### src/rtl/rf_pkg.sv
package rf_pkg;
   typedef enum logic [1:0] {
      STK_HOLD = 2'd0,
      STK_PUSH = 2'd1,
      STK_POP  = 2'd2
   } stk_op_e;

   // push and pop together cancel out
   function automatic stk_op_e decode_stk(input logic push, input logic pop);
      if (push && !pop)      return STK_PUSH;
      else if (pop && !push) return STK_POP;
      else                   return STK_HOLD;
   endfunction
endpackage

### src/rtl/rf_bank_store.sv
module rf_bank_store #(
   parameter int DATA_W      = 16,
   parameter int NUM_BANKS   = 4,
   parameter int BANKED_REGS = 4,
   localparam int BANK_W     = $clog2(NUM_BANKS),
   localparam int BIDX_W     = $clog2(BANKED_REGS)
) (
   input  logic                                clk,
   input  logic                                rst_n,
   input  logic [BANK_W-1:0]                   bank_i,
   input  logic                                we_i,
   input  logic [BIDX_W-1:0]                   widx_i,
   input  logic [DATA_W-1:0]                   wdata_i,
   output logic [BANKED_REGS-1:0][DATA_W-1:0]  rd_o
);
   logic [NUM_BANKS-1:0][BANKED_REGS-1:0][DATA_W-1:0] mem_q;

   always_ff @(posedge clk or negedge rst_n) begin
      if (!rst_n)    mem_q <= '0;
      else if (we_i) mem_q[bank_i][widx_i] <= wdata_i;
   end

   assign rd_o = mem_q[bank_i];
endmodule

### src/rtl/rf_shared_store.sv
module rf_shared_store #(
   parameter int DATA_W      = 16,
   parameter int NUM_REGS    = 16,
   parameter int BANKED_REGS = 4,
   parameter int SP_IDX      = 7,
   localparam int IDX_W      = $clog2(NUM_REGS)
) (
   input  logic                             clk,
   input  logic                             rst_n,
   input  logic                             we_i,
   input  logic [IDX_W-1:0]                 widx_i,
   input  logic [DATA_W-1:0]                wdata_i,
   output logic [NUM_REGS-1:0][DATA_W-1:0]  rd_o
);
   for (genvar i = 0; i < NUM_REGS; i++) begin : g_slot
      if (i < BANKED_REGS || i == SP_IDX) begin : g_none
         assign rd_o[i] = '0;
      end else begin : g_reg
         logic [DATA_W-1:0] q;
         always_ff @(posedge clk or negedge rst_n) begin
            if (!rst_n)                              q <= '0;
            else if (we_i && widx_i == IDX_W'(i))    q <= wdata_i;
         end
         assign rd_o[i] = q;
      end
   end
endmodule

### src/rtl/rf_stack_ptr.sv
module rf_stack_ptr
   import rf_pkg::*;
#(
   parameter int          DATA_W     = 16,
   parameter logic [15:0] SP_RESET   = 16'h0100,
   parameter int          STACK_STEP = 2
) (
   input  logic               clk,
   input  logic               rst_n,
   input  logic               mode_i,
   input  stk_op_e            op_i,
   input  logic               wr_i,
   input  logic [DATA_W-1:0]  wdata_i,
   output logic [DATA_W-1:0]  sp_o,
   output logic [DATA_W-1:0]  sp_nxt_o,
   output logic [DATA_W-1:0]  stk_addr_o
);
   localparam logic [DATA_W-1:0] STEP_W = DATA_W'(STACK_STEP);
   localparam logic [DATA_W-1:0] RST_W  = DATA_W'(SP_RESET);

   logic [DATA_W-1:0] usp_q, ssp_q;

   assign sp_o = mode_i ? ssp_q : usp_q;

   always_comb begin
      if (wr_i) sp_nxt_o = wdata_i;
      else begin
         unique case (op_i)
            STK_PUSH: sp_nxt_o = sp_o - STEP_W;
            STK_POP:  sp_nxt_o = sp_o + STEP_W;
            default:  sp_nxt_o = sp_o;
         endcase
      end
   end

   assign stk_addr_o = (op_i == STK_PUSH) ? sp_o - STEP_W : sp_o;

   always_ff @(posedge clk or negedge rst_n) begin
      if (!rst_n) begin
         usp_q <= RST_W;
         ssp_q <= RST_W;
      end else if (mode_i) begin
         ssp_q <= sp_nxt_o;
      end else begin
         usp_q <= sp_nxt_o;
      end
   end
endmodule

### src/rtl/banked_regfile.sv
module banked_regfile
   import rf_pkg::*;
#(
   parameter int          DATA_W      = 16,
   parameter int          NUM_BANKS   = 4,
   parameter int          BANKED_REGS = 4,
   parameter int          NUM_REGS    = 16,
   parameter int          BYTE_REGS   = 8,
   parameter int          SP_IDX      = 7,
   parameter logic [15:0] SP_RESET    = 16'h0100,
   parameter int          STACK_STEP  = 2,
   localparam int         IDX_W       = $clog2(NUM_REGS),
   localparam int         BANK_W      = $clog2(NUM_BANKS),
   localparam int         BIDX_W      = $clog2(BANKED_REGS),
   localparam int         HALF_W      = DATA_W / 2
) (
   input  logic               clk,
   input  logic               rst_n,
   input  logic [BANK_W-1:0]  bank_sel,
   input  logic               sys_mode,
   input  logic               wr_en,
   input  logic [IDX_W-1:0]   wr_idx,
   input  logic               wr_byte,
   input  logic               wr_hi,
   input  logic [DATA_W-1:0]  wr_data,
   output logic               wr_err,
   input  logic [IDX_W-1:0]   rd_a_idx,
   output logic [DATA_W-1:0]  rd_a_data,
   input  logic [IDX_W-1:0]   rd_b_idx,
   output logic [DATA_W-1:0]  rd_b_data,
   input  logic               push,
   input  logic               pop,
   output logic [DATA_W-1:0]  stk_addr,
   output logic [DATA_W-1:0]  sp_out
);
   if (DATA_W % 2 != 0)                 $error("DATA_W must be even");
   if (NUM_BANKS < 2)                   $error("NUM_BANKS must be at least 2");
   if (BANKED_REGS < 2)                 $error("BANKED_REGS must be at least 2");
   if (NUM_REGS != (1 << IDX_W))        $error("NUM_REGS must be a power of two");
   if (SP_IDX < BANKED_REGS || SP_IDX >= BYTE_REGS) $error("SP_IDX must be a shared byte-capable slot");
   if (BYTE_REGS > NUM_REGS)            $error("BYTE_REGS exceeds NUM_REGS");

   // status bits take effect one cycle late
   logic [BANK_W-1:0] bank_q;
   logic              mode_q;
   always_ff @(posedge clk or negedge rst_n) begin
      if (!rst_n) begin
         bank_q <= '0;
         mode_q <= 1'b0;
      end else begin
         bank_q <= bank_sel;
         mode_q <= sys_mode;
      end
   end

   logic [BANKED_REGS-1:0][DATA_W-1:0] bank_rd;
   logic [NUM_REGS-1:0][DATA_W-1:0]    shared_rd;
   logic [NUM_REGS-1:0][DATA_W-1:0]    vis, nxt;
   logic [DATA_W-1:0]                  sp_cur, sp_nxt, wr_old, wr_merged;
   logic                               wr_ok, bank_we, shared_we, sp_we;
   stk_op_e                            stk_op;

   assign wr_err    = wr_en && wr_byte && (wr_idx >= IDX_W'(BYTE_REGS));
   assign wr_ok     = wr_en && !wr_err;
   assign bank_we   = wr_ok && (wr_idx < IDX_W'(BANKED_REGS));
   assign sp_we     = wr_ok && (wr_idx == IDX_W'(SP_IDX));
   assign shared_we = wr_ok && !bank_we && !sp_we;
   assign stk_op    = decode_stk(push, pop);

   assign wr_old = vis[wr_idx];
   always_comb begin
      if (!wr_byte)  wr_merged = wr_data;
      else if (wr_hi) wr_merged = {wr_data[HALF_W-1:0], wr_old[HALF_W-1:0]};
      else            wr_merged = {wr_old[DATA_W-1:HALF_W], wr_data[HALF_W-1:0]};
   end

   rf_bank_store #(
      .DATA_W(DATA_W), .NUM_BANKS(NUM_BANKS), .BANKED_REGS(BANKED_REGS)
   ) u_banks (
      .clk(clk), .rst_n(rst_n), .bank_i(bank_q), .we_i(bank_we),
      .widx_i(wr_idx[BIDX_W-1:0]), .wdata_i(wr_merged), .rd_o(bank_rd)
   );

   rf_shared_store #(
      .DATA_W(DATA_W), .NUM_REGS(NUM_REGS), .BANKED_REGS(BANKED_REGS), .SP_IDX(SP_IDX)
   ) u_shared (
      .clk(clk), .rst_n(rst_n), .we_i(shared_we), .widx_i(wr_idx),
      .wdata_i(wr_merged), .rd_o(shared_rd)
   );

   rf_stack_ptr #(
      .DATA_W(DATA_W), .SP_RESET(SP_RESET), .STACK_STEP(STACK_STEP)
   ) u_sp (
      .clk(clk), .rst_n(rst_n), .mode_i(mode_q), .op_i(stk_op), .wr_i(sp_we),
      .wdata_i(wr_merged), .sp_o(sp_cur), .sp_nxt_o(sp_nxt), .stk_addr_o(stk_addr)
   );

   for (genvar i = 0; i < NUM_REGS; i++) begin : g_view
      if (i < BANKED_REGS) begin : g_bank
         assign vis[i] = bank_rd[i];
      end else if (i == SP_IDX) begin : g_sp
         assign vis[i] = sp_cur;
      end else begin : g_shr
         assign vis[i] = shared_rd[i];
      end
      if (i == SP_IDX) begin : g_nsp
         assign nxt[i] = sp_nxt;
      end else begin : g_nreg
         assign nxt[i] = (wr_ok && wr_idx == IDX_W'(i)) ? wr_merged : vis[i];
      end
   end

   assign rd_a_data = nxt[rd_a_idx];
   assign rd_b_data = nxt[rd_b_idx];
   assign sp_out    = sp_cur;
endmodule

### config.mk
export PLATFORM = sky130hd
export DESIGN_NAME = banked_regfile
export DESIGN_NICKNAME = d
export VERILOG_FILES = /design/src/rtl/rf_pkg.sv /design/src/rtl/rf_bank_store.sv /design/src/rtl/rf_shared_store.sv /design/src/rtl/rf_stack_ptr.sv /design/src/rtl/banked_regfile.sv
export SDC_FILE = /design/constraint.sdc
export NUM_CORES = 1
export LEC_CHECK = 0
export BUFFER_PORTS_ARGS = -buffer_cell sky130_fd_sc_hd__buf_2
export CAP_MARGIN = 0
export CORE_MARGIN = 4
export CORE_UTILIZATION = 55
export CTS_CLUSTER_DIAMETER = 150
export DETAILED_ROUTE_END_ITERATION = 10
export PLACE_DENSITY = 0.82
export SLEW_MARGIN = 15
export SYNTH_ARGS = -nofsm -noshare
export SYNTH_HDL_FRONTEND = slang
export SYNTH_SLANG_ARGS = --single-unit
### constraint.sdc
create_clock -name clk -period 7.05 [get_ports clk]
set_clock_uncertainty 0.05 [all_clocks]
set_input_delay 2.115 -clock clk [delete_from_list [all_inputs] [get_ports clk]]
set_output_delay 2.115 -clock clk [all_outputs]
set_load 0.005 [all_outputs]
# --- Word level (Yosys, flattened, before mapping) ---
# Cells that the tools add are included.
totals:
  ff_bits: 467
  input_bits: 38
  output_inout_bits: 65
  word_cells: 138
op_classes:
  add_sub_neg: 2
  n_lt_le_gt_ge: 9
  eq_ne: 17
  mux: 36
  n_reduce_logical: 43
ops:
  columns: ["op", "n"]
  rows:
  - ["16-bit 2-to-1 mux", 24]
  - ["256-bit bitwise mux", 1]
  - ["16-bit binary-select mux with 4-bit select", 3]
  - ["64-bit binary-select mux with 2-bit select", 1]
  - ["64-bit demux with 2-bit select", 1]
  - ["64-bit 2-to-1 mux", 2]
  - ["1-bit logical AND", 37]
  - ["16-bit demux with 2-bit select", 1]
  - ["4-bit == test, second input constant", 8]
  - ["16-bit one-hot mux with 2 select lines", 1]
  - ["16-bit by 2-bit adder with 16-bit output, second input constant", 1]
  - ["4-bit by 3-bit == test with 1-bit output, second input constant", 4]
  - ["16-bit by 2-bit subtractor with 16-bit output, second input constant", 1]
  - ["4-bit by 5-bit less-than comparator with 1-bit output, second input constant", 3]
  - ["4-bit by 2-bit == test with 1-bit output, second input constant", 2]
  - ["2-bit by 3-bit less-than comparator with 1-bit output, second input constant", 2]
  - ["1-bit zero test", 5]
  - ["4-bit by 1-bit == test with 1-bit output, second input constant", 1]
  - ["2-bit by 1-bit >= comparator with 1-bit output, second input constant", 2]
  - ["4-bit >= comparator, second input constant", 1]
  - ["4-bit zero test", 1]
  - ["4-bit by 3-bit less-than comparator with 1-bit output, second input constant", 1]
  - ["2-bit 2-to-1 mux", 2]
  - ["2-bit by 1-bit == test with 1-bit output, second input constant", 1]
  - ["2-bit == test, second input constant", 1]

# --- Logic depth before layout (Yosys ltp) ---
# Gate-level depths: netlist of the first run.
logic_depth:
  depth_word: 9
  mapped_depth: 15
  ltp_nobuf: 11

# --- Cells and area by module ---
# A second synthesis of the first run with hierarchy kept.
hier_totals:
  hier_cells: 2693
  area_unflattened_um2: 30840.8
modules_own_cells:
  columns: ["module", "instances", "cells_each", "area_each_um2", "seq_area_each_um2"]
  rows:
  - ["rf_bank_store", 1, 652, 11185.7, 6406.1]
  - ["banked_regfile", 1, 1236, 9561.7, 75.1]
  - ["rf_shared_store", 1, 480, 7208.2, 4404.2]
  - ["rf_stack_ptr", 1, 325, 2885.3, 803.3]

# --- Worst setup path before layout of the first run ---
# Ideal clock, no wire load.
synth_path:
  path_kind: "input -> output"
  from: "input wr_idx[0]"
  to: "output rd_a_data[12]"
  arrival_ns: 4.527
  t_required_ns: 4.885
  slack_ns: 0.358
  path_stages: 12
  n_path_buf: 4
  cell_sequence: "buf_4 > buf_6 > buf_6 > buf_6 > mux2_1 > a221oi_1 > nor2_1 > o41ai_1 > nand2_1 > a2111oi_0 > nor3_1 > a31o_1"
synth_via:
  elab_chain_len: 8
  word_cells_on_any_way: 58
  cone_classes: "order compare (1); eq/ne (15); mux (22); reduce/logical (20)"
synth_lines:
  columns: ["item", "line", "text"]
  rows:
  - ["start, declared", "banked_regfile.sv:22", "input logic [IDX_W-1:0] wr_idx,"]
  - ["parallel branches: the longest is 6 deep, another holds 16-bit binary-select mux with 4-bit select", null, null]
  - ["16-bit binary-select mux with 4-bit select *", "banked_regfile.sv:113", "assign rd_a_data = nxt[rd_a_idx];"]
  - ["16-bit 2-to-1 mux (not written as such) *", "banked_regfile.sv:113", null]
  - ["end, declared", "banked_regfile.sv:28", "output logic [DATA_W-1:0] rd_a_data,"]
# Every way passes the cells marked *. The select of a mux whose other input is x is not followed.

# --- Worst setup path after layout of the first run ---
layout_path:
  from: "input wr_byte"
  to: "output rd_b_data[9]"
layout_via:
  elab_chain_len: 8
  word_cells_on_any_way: 39
  cone_classes: "mux (19); reduce/logical (20)"
layout_lines:
  columns: ["item", "line", "text"]
  rows:
  - ["start, declared", "banked_regfile.sv:23", "input logic wr_byte,"]
  - ["1-bit logical AND (2 in series)", "banked_regfile.sv:63", "assign wr_err = wr_en && wr_byte && (wr_idx >= IDX_W'(BYTE_REGS));"]
  - ["1-bit zero test", "banked_regfile.sv:64", "assign wr_ok = wr_en && !wr_err;"]
  - ["1-bit logical AND", "banked_regfile.sv:64", null]
  - ["1-bit logical AND, on equally long branches", "banked_regfile.sv:109, banked_regfile.sv:66", null]
  - ["16-bit 2-to-1 mux, on equally long branches", "banked_regfile.sv:109, rf_stack_ptr.sv:26", null]
  - ["16-bit binary-select mux with 4-bit select *", "banked_regfile.sv:114", "assign rd_b_data = nxt[rd_b_idx];"]
  - ["16-bit 2-to-1 mux (not written as such) *", "banked_regfile.sv:114", null]
  - ["end, declared", "banked_regfile.sv:30", "output logic [DATA_W-1:0] rd_b_data,"]
# Mark *: on every way between the ends. The rest lies on a longest branch, timed or not. The select of a mux whose other input is x is not followed.

==> results of run 1 <==
## cell usage after synthesis, drive strengths merged, types with 11 or more instances
| master | count | share of area |
|---|---|---|
| a211oi | 40 | 0.010 |
| and2 | 15 | 0.0032 |
| nand3 | 57 | 0.0098 |
| clkbuf | 208 | 0.027 |
| and3 | 11 | 0.0024 |
| xnor2 | 12 | 0.0036 |
| a221oi | 23 | 0.0071 |
| buf | 87 | 0.017 |
| o21ai | 443 | 0.076 |
| mux2 | 74 | 0.029 |
| o221ai | 11 | 0.0033 |
| a31oi | 18 | 0.0039 |
| inv | 123 | 0.016 |
| o21a | 13 | 0.0033 |
| a2111oi | 13 | 0.0048 |
| a22oi | 29 | 0.0078 |
| o2111ai | 11 | 0.0033 |
| o31ai | 17 | 0.0045 |
| o211ai | 56 | 0.014 |
| nor2 | 212 | 0.028 |
| a21o | 11 | 0.0028 |
| nand4 | 15 | 0.0032 |
| nand2b | 25 | 0.0054 |
| nor2b | 15 | 0.0032 |
| or3 | 12 | 0.0026 |
| nor3 | 54 | 0.0094 |
| mux2i | 185 | 0.064 |
| nand2 | 552 | 0.071 |
| o22ai | 43 | 0.0092 |
| o311ai | 11 | 0.0033 |
| a21oi | 149 | 0.026 |
| dfrtp | 465 | 0.40 |
| mux4 | 92 | 0.071 |
## worst paths after layout
kind / endpoint / slack, ps / depth (start not counted)
max in group asynchronous: bank_q[0] / 4090 / 2
min reg2reg: u_banks.mem_q[152] / 430 / 2
max reg2reg: u_sp.usp_q[13] / 2860 / 9
min: u_banks.mem_q[152] / 430 / 2
min in group asynchronous: u_sp.ssp_q[2] / 1450 / 1
max: rd_b_data[9] / -40 / 13
## worst register-to-register path: stages (launching register included)
cell	delay, ps
dfrtp_2	610
buf_12	350
mux2i_1	1070
inv_1	390
nand4_1	200
mux2i_1	140
a221oi_4	560
a21oi_1	160
buf_4	230
mux2_2	280
## through the flow
stage	util	power [mW]
final	0.682	9.24
after global routing	0.682	9.53
after CTS	0.671	9.03
after detailed placement	0.630	6.21
after global placement	0.630	6.15
after floorplan	-	4.90
## per-layer routing
metal	wire, um	vias up
met3	18300	517
met1	49300	14700
met4	9970	2
met2	54100	2407
li1	-	12600
met5	18	-
## sequential cells by signal (all words and copies together) (netlist names)
register                 count
u_sp.usp_q                  16
u_banks.mem_q              256
bank_q                       2
u_shared.g_slot.g_reg.q    176
mode_q                       1
u_sp.ssp_q                  16
## power groups by stage
stage | Sequential, mW | Clock (mW) | Combinational (mW)
3_3_place_gp | 3.44 | 0 | 2.71
5_1_grt | 3.48 | 2.90 | 3.15
2_1_floorplan | 3.35 | 0 | 1.55
6_report | 3.45 | 2.79 | 3.01
3_5_place_dp | 3.46 | 0 | 2.75
4_1_cts | 3.42 | 2.79 | 2.81
## repair_timing
item / 4_1_cts / 5_1_grt
endpoints found under the setup margin: 32 / 31
gates cloned: 0 / 3
buffers inserted: 14 / 9
endpoints found under the hold margin: 0 / 0
resized for setup: 76 / 99
hold buffers: 0 / 0
pin swaps: 19 / 35
## cell families (layout without fill, tap and decap cells)
group                    Yosys count  count (layout)  synth area share
buffers and inverters            423             804            0.0600
multiplexers                     351             351             0.163
other                              0               1                 0
AND/OR/NAND/NOR                 1025            1025             0.154
XOR/XNOR                          13              13           0.00391
flip-flops                       467             467             0.401
AO/OA/AOI/OAI                   1000            1000             0.216
adder cells (fa/ha/maj)            5               5           0.00215
## cell type report
cell class              instances  area share
multi-input cells            2394       0.456
flip-flops and latches        467       0.326
repair buffers                588       0.132
clock buffers                  68      0.0405
well taps                     688      0.0240
inverters                     128      0.0134
clock inverters                20     0.00719
diodes                          1   0.0000698
==> reports/results.tsv, run 1 <==
metric	value	unit
routabilityCongestion	1.15	
place_inst	4240	
dp.final_hpwl	96400	um
drv_slew	0	
rsz0062_at_grt	yes	
met2_usage	0.637	
final_cells	4354	
grt_pass1_wl	190000	um
hold_viol_final	0	
final_cell_mix	nand2_1 (543), dfrtp_1 (462), buf_4 (436)	
crit_buf_inv	5	
min_from	u_banks.mem_q[152]	
ios	103	
cp_slowest_cell	mux4_2	
cts_buffers	51	
placedInstanceArea	0.0331	mm2
synth_cell_types	104	
final_area	0.0358	mm2
busiest_layer	met2	
required	4890	ps
slowest_delay	600	ps
grtUsageTotal	0.450	
num-fill-cells	4105	
cp_cell_sequence	buf_2 -> buf_4 -> nand2_1 -> buf_4 -> o22ai_1 -> buf_4 -> nand2_1 -> o21ai_0 -> a21oi_1 -> mux4_2 -> o21ai_0 -> o211ai_1 -> buf_2	
ys_warn_count	0	
die_x	238	um
p_int	5.92	mW
hold_ws	427	ps
worstSetupStartpoint	wr_byte	
clk_latency	630	ps
timing_worst_setup_path_type	input port to primary output	
antenna_found_initial	3	
synth-edff-count	0	
vias_per_cell	6.94	
period_needed	7090	ps
vias	30200	
seq_power_share	0.373	
p_switching	3.32	mW
wirelength	132000	um
end_kind	primary output	
met3_usage	0.133	
clockRootBuffer	clkbuf_16	
wl_per_cell	30.2	um
synth_ff_type	dfrtp_1	
core_area	0.0526	mm2
power_frac_clock	0.302	
max_slew_margin	0.134	
period_share	1.01	
failed_checks	negative setup slack	
start_util	0.555	
io_buffers	102	
met1_usage	0.618	
power_leakage	16.5	nW
startpoint_type	input port	
multi_input_area	0.0163	mm2
overflow	0	
drive_above_1_share	0.264	
tritoncts	yes	
setup_ws	-41.2	ps
worst-path-max-fanout	8	
die_h	238	um
clkSinkCount	467	
setup_viol	5	
max_freq	141	MHz
cpMostUsedCell	buf_4	
pre_cts_ws	-398	ps
synth_area	0.0292	mm2
status	finished, violations left	
min_path_type	flop to flop	
setup_tns	-103	ps
grt_max_degree	160	
grt_pass1_vias	28200	
cts.htree.levels	2	
crit_family	buffers and inverters	
worst_pin_slew	1260	ps
regArea	0.0117	mm2
async_reset_ff_frac	1.00	
clk_pin_slew	60	ps
netSwitchingFraction	0.359	
synth_seq_cells	467	
synth.avg_cell_area	8.88	um2
synth_seq_area_share	0.401	
first_pass_iters	6	
layout_commonest_cell	nand2_1	
nets	3673	
syn_to_final_growth	22.9	%
peakVddDrop	255	uV
synthesis.instances	3284	
power.density	258	mW/mm2
ant_nets	0	
dieArea	0.0568	mm2
ctsLongestPathBuffers	3	
arrival	4930	ps
rows	84	
drc	0	
cap_violations	0	
rr_startpoint	mode_q	
combPwrFrac	0.325	
syn_nets	3327	
drtIter0Drc	5072	
Power figures use the tool's default switching activity.
==> run 2: changes to the inputs <==
Settings changed: SKIP_LAST_GASP set to 1, SLEW_MARGIN 15 to unset.
==> run 2 against run 1 <==
- the run still ends with negative setup slack left
- critical endpoint is now rd_b_data[12]
- critical path type is now flop to primary output
- routed wire length fell by 0.33%
- largest cell class unchanged
- hold slack barely moved
- die area did not move
- register-to-register slack got worse by 40 ps
==> reports/results.tsv, run 2 (synthesis results as in run 1) <==
metric	value	unit
antenna_found_initial	5	
final_util	0.682	
max_freq	140	MHz
nets	3673	
ios	103	
wirelength	131000	um
clk_latency	630	ps
worst-path-max-fanout	68	
num-fill-cells	4110	
failed_checks	negative setup slack	
period_needed	7130	ps
rsz0062_at_grt	yes	
ant_nets	0	
hold_viol_final	0	
dp.final_hpwl	96400	um
wl_met2	53900	um
top_register	u_banks.mem_q	
wl_per_cell	30.1	um
cts_buffers	51	
arrival	4960	ps
io_buffers	102	
power.density	258	mW/mm2
largest_reg_flops	256	
clk_pin_slew	70	ps
wl_met3	18600	um
end_kind	primary output	
layout_commonest_cell	nand2_1	
r2r_setup_slack	2820	ps
setup_ws	-75.3	ps
startpoint_type	flop	
overflow	0	
cts.htree.levels	2	
required	4890	ps
drv_slew	0	
setup_tns	-149	ps
timing_worst_setup_path_type	flop to primary output	
drc	0	
drive_above_1_share	0.263	
highest_layer	met5	
die_x	238	um
grt_pass1_wl	190000	um
rows	84	
syn_to_final_growth	22.9	%
vias_per_cell	6.89	
worst_pin_slew	1320	ps
wl_met1	48700	um
fin_total_pwr	9.24	mW
vias	30000	
max_slew_margin	0.0935	
grtUsageTotal	0.450	
ctsLongestPathBuffers	3	
clockRootBuffer	clkbuf_16	
first_pass_iters	6	
cap_violations	0	
setup_viol	6	
power_leakage	16.5	nW
drtIter0Drc	4735	
dieArea	0.0568	mm2
tritoncts	yes	
core_area	0.0526	mm2
period_share	1.01	
start_util	0.555	
placedInstanceArea	0.0331	mm2
die_h	238	um
top_regs	u_banks.mem_q: 256 flops, u_shared.g_slot.g_reg.q: 176 flops	
peakVddDrop	256	uV
min_path_type	flop to flop	
routabilityCongestion	1.15	
final_cell_mix	nand2_1 (546), dfrtp_1 (462), buf_4 (437)	
status	finished, violations left	
clkSinkCount	467	
final_area	0.0358	mm2
grt_pass1_vias	28200	
grt_max_degree	160	
==> run 2: changes by cell type in the layout (fill, tap and decap cells not counted) <==
cell,previous run,this run
buf_4,436,437
mux2i_4,1,0
buf_6,18,17
diode_2,1,2
nand2_2,9,6
nand2_1,543,546
mux2i_2,2,3
nor2_1,201,202
nor2_2,9,8
==> run 2: final timing paths <==
| check | start | endpoint | cells past startpoint |
|---|---|---|---|
| max | mode_q | rd_b_data[12] | 12 |
| min | u_banks.mem_q[152] | u_banks.mem_q[152] | 2 |
| max reg2reg | mode_q | u_sp.usp_q[13] | 9 |
| min reg2reg | u_banks.mem_q[152] | u_banks.mem_q[152] | 2 |
| max in group asynchronous | rst_n | bank_q[1] | 2 |
| min in group asynchronous | rst_n | u_sp.ssp_q[2] | 1 |
==> run 2: worst max-delay path, cell delays in order (launching register included) <==
cell,delay [ps]
dfrtp_2,620
buf_12,350
mux2i_1,1110
inv_1,390
nor3_1,270
and4_1,260
nor4_2,50
buf_4,180
a22oi_2,350
nand2_1,90
o2111a_1,140
o41ai_2,350
buf_2,180
==> run 2: area by class of cell <==
cell class | instances | area [um2] | share of cell area
clock inverter | 20 | 258 | 0.00720
antenna | 2 | 5.00 | 0.000140
inverter | 128 | 480 | 0.0134
tap | 688 | 861 | 0.0240
timing repair buffer | 588 | 4740 | 0.132
sequential | 467 | 11700 | 0.327
clock buffer | 68 | 1450 | 0.0405
multi-input combinational | 2394 | 16300 | 0.456
==> run 2: per-layer routing <==
metal | track usage | vias up
met5 | 0 | -
met4 | 0.259 | 2
met3 | 0.133 | 518
met2 | 0.637 | 2463
met1 | 0.618 | 14400
li1 | - | 12600
==> run 2: power by group <==
group          total [mW]  internal (mW)  switching, mW
Sequential           3.44           3.13          0.316
Combinational        3.00           1.20           1.81
Clock                2.79           1.60           1.19
==> run 2: stage by stage <==
stage	setup WS (ps)	hold WS [ps]	std cells
2_1_floorplan	358	394	3284
3_3_place_gp	-410	406	4240
3_5_place_dp	-398	415	4240
4_1_cts	-51.9	429	4342
5_1_grt	-28.9	441	4353
6_report	-75.3	427	4355
==> run 2: timing repair <==
item | CTS | global route
setup buffers | 14 | 9
endpoints found under the setup margin | 32 | 31
gates cloned | 0 | 3
pin swaps | 19 | 35
gates resized for setup | 76 | 96
hold buffers | 0 | 0
